===== config.mk =====
export PLATFORM = sky130hd
export DESIGN_NAME = usb_resume_detect
export DESIGN_NICKNAME = d
export VERILOG_FILES = /design/src/rtl/resume_det_pkg.sv /design/src/rtl/resume_line_decode.sv /design/src/rtl/resume_gap_timer.sv /design/src/rtl/usb_resume_detect.sv
export SDC_FILE = /design/constraint.sdc
export NUM_CORES = 1
export LEC_CHECK = 0
export ABC_AREA = 1
export BUFFER_PORTS_ARGS = -buffer_cell sky130_fd_sc_hd__buf_2
export CAP_MARGIN = 0
export CELL_PAD_IN_SITES_DETAIL_PLACEMENT = 1
export CELL_PAD_IN_SITES_GLOBAL_PLACEMENT = 1
export CORE_MARGIN = 1
export CORE_UTILIZATION = 45
export DETAILED_ROUTE_END_ITERATION = 12
export GPL_TIMING_DRIVEN = 0
export PLACE_DENSITY = 0.9
export SYNTH_ARGS = -nofsm -noshare
export SYNTH_HDL_FRONTEND = slang
export SYNTH_SLANG_ARGS = --single-unit

===== constraint.sdc =====
create_clock -name clk -period 3.2 [get_ports clk]
set_input_delay 0.16 -clock clk [delete_from_list [all_inputs] [get_ports clk]]
set_output_delay 0.16 -clock clk [all_outputs]
set_load 0.02 [all_outputs]

===== src/rtl/resume_det_pkg.sv =====
package resume_det_pkg;

    // Bus state as {D+, D-}
    typedef enum logic [1:0] {
        LS_SE0 = 2'b00,
        LS_K   = 2'b01,
        LS_J   = 2'b10,
        LS_SE1 = 2'b11
    } line_e;

    typedef enum logic [1:0] {
        ST_WAIT_IDLE = 2'd0,
        ST_ARMED     = 2'd1,
        ST_GAP       = 2'd2
    } det_state_e;

    typedef struct packed {
        logic is_j;
        logic is_k;
        logic is_se0;
        logic is_se1;
    } line_dec_t;

    typedef struct packed {
        det_state_e state;
        logic       pulse;
    } det_regs_t;

endpackage


===== src/rtl/resume_line_decode.sv =====
module resume_line_decode
    import resume_det_pkg::*;
(
    input  logic [1:0] line_raw,
    output line_dec_t  dec
);

    always_comb begin
        dec        = '0;
        dec.is_j   = (line_raw == LS_J);
        dec.is_k   = (line_raw == LS_K);
        dec.is_se0 = (line_raw == LS_SE0);
        dec.is_se1 = (line_raw == LS_SE1);
    end

endmodule


===== src/rtl/resume_gap_timer.sv =====
module resume_gap_timer #(
    parameter int GAP_LIMIT = 10,
    parameter int CW        = $clog2(GAP_LIMIT + 1)
) (
    input  logic clk,
    input  logic rst_n,
    input  logic load,      // first SE0 sample of a gap
    input  logic step,      // one more SE0 sample
    output logic at_limit   // next SE0 sample would reach GAP_LIMIT
);

    logic [CW-1:0] count_d, count_q;

    always_comb begin
        count_d = count_q;
        if (load) begin
            count_d = CW'(1);
        end else if (step && !at_limit) begin
            count_d = count_q + CW'(1);
        end
    end

    assign at_limit = (count_q >= CW'(GAP_LIMIT - 1));

    always_ff @(posedge clk or negedge rst_n) begin
        if (!rst_n) begin
            count_q <= '0;
        end else begin
            count_q <= count_d;
        end
    end

endmodule


===== src/rtl/usb_resume_detect.sv =====
module usb_resume_detect
    import resume_det_pkg::*;
#(
    parameter int SAMPLE_HZ  = 48_000_000,
    parameter int SE0_MAX_NS = 2500
) (
    input  logic       clk,
    input  logic       rst_n,
    input  logic [1:0] line_state,
    input  logic       strict_mode,
    output logic       resume_pulse
);

    // Samples per 2.5 us window (kHz * ns / 1e6 keeps the product in 32 bits)
    localparam int RAW_LIMIT = ((SAMPLE_HZ / 1000) * SE0_MAX_NS) / 1_000_000;
    localparam int GAP_LIMIT = (RAW_LIMIT < 2) ? 2 : RAW_LIMIT;
    localparam int GAP_CW    = $clog2(GAP_LIMIT + 1);

    line_dec_t dec;
    logic      gap_load, gap_step, gap_at_limit;
    det_regs_t rg_d, rg_q;

    resume_line_decode u_decode (
        .line_raw (line_state),
        .dec      (dec)
    );

    resume_gap_timer #(
        .GAP_LIMIT (GAP_LIMIT),
        .CW        (GAP_CW)
    ) u_gap_timer (
        .clk      (clk),
        .rst_n    (rst_n),
        .load     (gap_load),
        .step     (gap_step),
        .at_limit (gap_at_limit)
    );

    always_comb begin
        rg_d       = rg_q;
        rg_d.pulse = 1'b0;
        gap_load   = 1'b0;
        gap_step   = 1'b0;

        if (dec.is_se1) begin
            // single-ended one: never resume, drop back to idle tracking
            rg_d.state = ST_WAIT_IDLE;
        end else begin
            unique case (rg_q.state)
                ST_WAIT_IDLE: begin
                    if (dec.is_j) rg_d.state = ST_ARMED;
                end
                ST_ARMED: begin
                    if (dec.is_k) begin
                        rg_d.pulse = 1'b1;
                        rg_d.state = ST_WAIT_IDLE;
                    end else if (dec.is_se0) begin
                        if (strict_mode) begin
                            gap_load   = 1'b1;
                            rg_d.state = ST_GAP;
                        end else begin
                            rg_d.pulse = 1'b1;
                            rg_d.state = ST_WAIT_IDLE;
                        end
                    end
                end
                ST_GAP: begin
                    if (dec.is_j) begin
                        rg_d.state = ST_ARMED;
                    end else if (!strict_mode || dec.is_k) begin
                        rg_d.pulse = 1'b1;
                        rg_d.state = ST_WAIT_IDLE;
                    end else if (gap_at_limit) begin
                        rg_d.state = ST_WAIT_IDLE;
                    end else begin
                        gap_step = 1'b1;
                    end
                end
                default: rg_d.state = ST_WAIT_IDLE;
            endcase
        end
    end

    always_ff @(posedge clk or negedge rst_n) begin
        if (!rst_n) begin
            rg_q.state <= ST_WAIT_IDLE;
            rg_q.pulse <= 1'b0;
        end else begin
            rg_q <= rg_d;
        end
    end

    assign resume_pulse = rg_q.pulse;

endmodule


==> impl_metrics.csv <==
group,metric,value,unit
setup_path,max_stage_delay,0.41,ns
placement,placed_area,872.1,um^2
sta,period_minus_slack,1.515,ns
global_routing,grt_first_pass_wirelength,3.125,mm
setup_path,worstSetupPathType,"register to register",
setup_path,arrival,1.73,ns
setup_path,cpMostUsedCell,"inv_1",
die,initial_utilization,47.77,%
clock_tree,h-tree-depth,1,
finish,mostFrequentLayoutCell,"nand2_1",
finish,final_cell_area,918.4,um^2
die,fp-row-count,15,
setup_path,endpoint_kind,"register",
sta,maxSlewHeadroom,83.98,%
setup_path,critical-path-slowest-cell,"dfrtp_1",
clock_tree,clock_latency,0.27,ns
placement,hpwl,1.479,mm
finish,final_cell_mix,"nand2_1 (25), inv_1 (16), nand3_1 (16)",
synth,yosys_register_bits,10,
finish,drive_gt1_share,18.26,%
detailed_routing,post-route-drc-count,0,
die,die_w,44.58,um
synth,ys_types,23,
setup_path,crit_family,"simple AND/OR/NAND/NOR gates",
synth,syn_nets,119,
hold_path,min_path_type,"input port to asynchronous set/reset pin",
sta,max_freq,659.9,MHz
detailed_routing,num_vias,712,
synth,synthCells,105,
sta,layout_setup_ws,1.685,ns
setup_path,r2r-start,"rg_q[1]",
power_and_ir_drop,powerDensity,447.6,mW/mm^2
setup_path,reg2reg_setup_slack,1.68,ns
clock_tree,clock-sinks,10,
synth,synth.yosys.seq_area_share,30.67,%
power_and_ir_drop,p_leak,0.0005423,uW
sta,setup_violations,0,
global_routing,antenna_found_initial,0,
global_routing,grt_use_total,22.21,%
setup_path,cp-startpoint,"rg_q[1]",
detailed_routing,via_per_inst,5.086,
global_routing,grt_pass1_vias,696,
placement,pre_cts_slack,1.666,ns
synth,syn_area_per_cell,7.769,um^2
sta,hold_viol,0,
finish,final_core_util,53.77,%
detailed_routing,dr.pass1.iters,4,
job,timing.max_cap.violations,0,
detailed_routing,ant_nets,0,
die,dieArea,0.001987,mm^2
placement,port_buffers,5,
setup_path,crit_chain,"inv_1 > ha_1 > inv_1 > nor2_1 > nand3_2 > a21oi_2 > nand3_1 > nand2_1",
synth,yosysTopAreaCell,"dfrtp_1",
clock_tree,cts_setup_buffers,0,
sta,grt_setup_unrepaired,"false",
setup_path,cp-start-kind,"register",
clock_tree,cts_buffers,3,
synth,ys_warn_count,0,
finish,fill_cells,215,
sta,maxSlewViolCount,0,
synth,synthTopCellsByArea,"dfrtp_1 (31%), ha_1 (14%), nand2_1 (12%)",
finish,num_antenna_cells,0,
detailed_routing,avgRoutedWirePerCell,13.21,um
setup_path,crit_fanout,4,
die,core,0.001708,mm^2
global_routing,grt_max_degree,11,
setup_path,critPathBufInv,2,
sta,finalCritPeriodShare,47.36,%
run_status,outcome,"finished clean",
clock_tree,cts_tree,"yes",
clock_tree,cts.clk_slew.worst_paths,0.07,ns
finish,nets,130,
clock_tree,clockBufferDepth,2,
setup_path,worstPathRequired,3.41,ns
finish,multi_input_area,490.5,um^2
die,die_height,44.58,um
synth,syn_area,815.8,um^2
power_and_ir_drop,peakVddDrop,0.2460,mV
die,pin_count,6,
sta,final.setup.tns,0,ns
sta,worst_pin_slew,0.2402,ns
finish,area_growth,12.58,%
synth,yosysTopAreaCellShare,30.67,%
detailed_routing,drt_iter0_drc,7,
sta,fin_skew,0.0005878,ns
global_routing,grt_overflow_total,0,
placement,globalplace.congestion,0.7742,
finish,seqCellArea,250.2,um^2
clock_tree,cts-root-buf,"clkbuf_4",
detailed_routing,totalWireLength,1.850,mm
-- per-stage QoR --
| step | hold slack (ns) | cells | total power [uW] |
|---|---|---|---|
| 3_3_place_gp | 0.03580 | 135 | 283.2 |
| 3_5_place_dp | 0.03902 | 135 | 297.6 |
| 2_1_floorplan | -0.1356 | 105 | 255.8 |
| 4_1_cts | 0.2700 | 140 | 420.5 |
| 5_1_grt | 0.3030 | 140 | 443.8 |
| 6_report | 0.2896 | 140 | 411.1 |
-- state kept, by name, indices dropped and copies added, names as in the netlist --
register / cells
resume_pulse: 1
rg_q: 2
u_gap_timer.count_q: 7
-- cell type report --
| type | count | share of cell area [%] |
|---|---|---|
| multi-input cells | 76 | 53.41 |
| flip-flops and latches | 10 | 27.25 |
| repair buffers | 6 | 3.815 |
| clock buffers | 4 | 3.951 |
| well taps | 25 | 3.406 |
| plain buffers | 1 | 0.5450 |
| inverters | 18 | 7.629 |
-- where the power goes --
| group | total, uW | internal [uW] | switching, uW |
|---|---|---|---|
| clock | 116 | 69.2 | 46.7 |
| sequential | 168 | 145 | 23.8 |
| combinational | 127 | 53.6 | 73.3 |
| total | 411 | 267 | 144 |
-- timing repair --
item	4_1_cts	5_1_grt
setup endpoints to repair	0	0
gates resized for setup	0	0
hold endpoints to repair	10	0
hold buffers	1	0
-- final timing paths --
| check | to | depth (start not counted) |
|---|---|---|
| setup / recovery | u_gap_timer.count_q[4] | 8 |
| hold / removal | u_gap_timer.count_q[6] | 2 |
| hold reg to reg | rg_q[2] | 2 |
| setup reg to reg | u_gap_timer.count_q[4] | 8 |
| min in group clk | resume_pulse | 6 |
| max in group asynchronous | rg_q[2] | 2 |
-- Yosys cell counts, drive strengths merged --
cell,count
nor2,6
nand2,28
nand3,18
nand3b,4
ha,9
nand4,5
a21oi,1
dfrtp,10
buf,1
o21bai,1
inv,18
o21a,1
o21ai,1
xor2,2
-- worst register-to-register path: stages, from the launching register on --
cell and delay [ns]:
dfrtp_1 0.41, inv_1 0.11, ha_1 0.16, inv_1 0.05, nor2_1 0.16, nand3_2 0.15
a21oi_2 0.23, nand3_1 0.11, nand2_1 0.07
-- layer usage --
layer  share of wire (%)  GRT usage [%]  routed length (um)  vias to the layer above
li1                    -              -                   -                      358
met1                  47          29.07                 873                      341
met2                  49          37.06                 903                       13
met3                 3.9          7.347                  72                        0
met4                   0          1.818                   0                        0
met5                   0              0                   0                        -
-- cells by family after synthesis --
logic type,share of synthesized area [%]
fa+ha+maj,13.80
compound gates,3.528
simple gates,40.64
buf+inv,9.202
xor+xnor,2.148
flops,30.67
No activity file was read; power rests on OpenSTA's default activity.
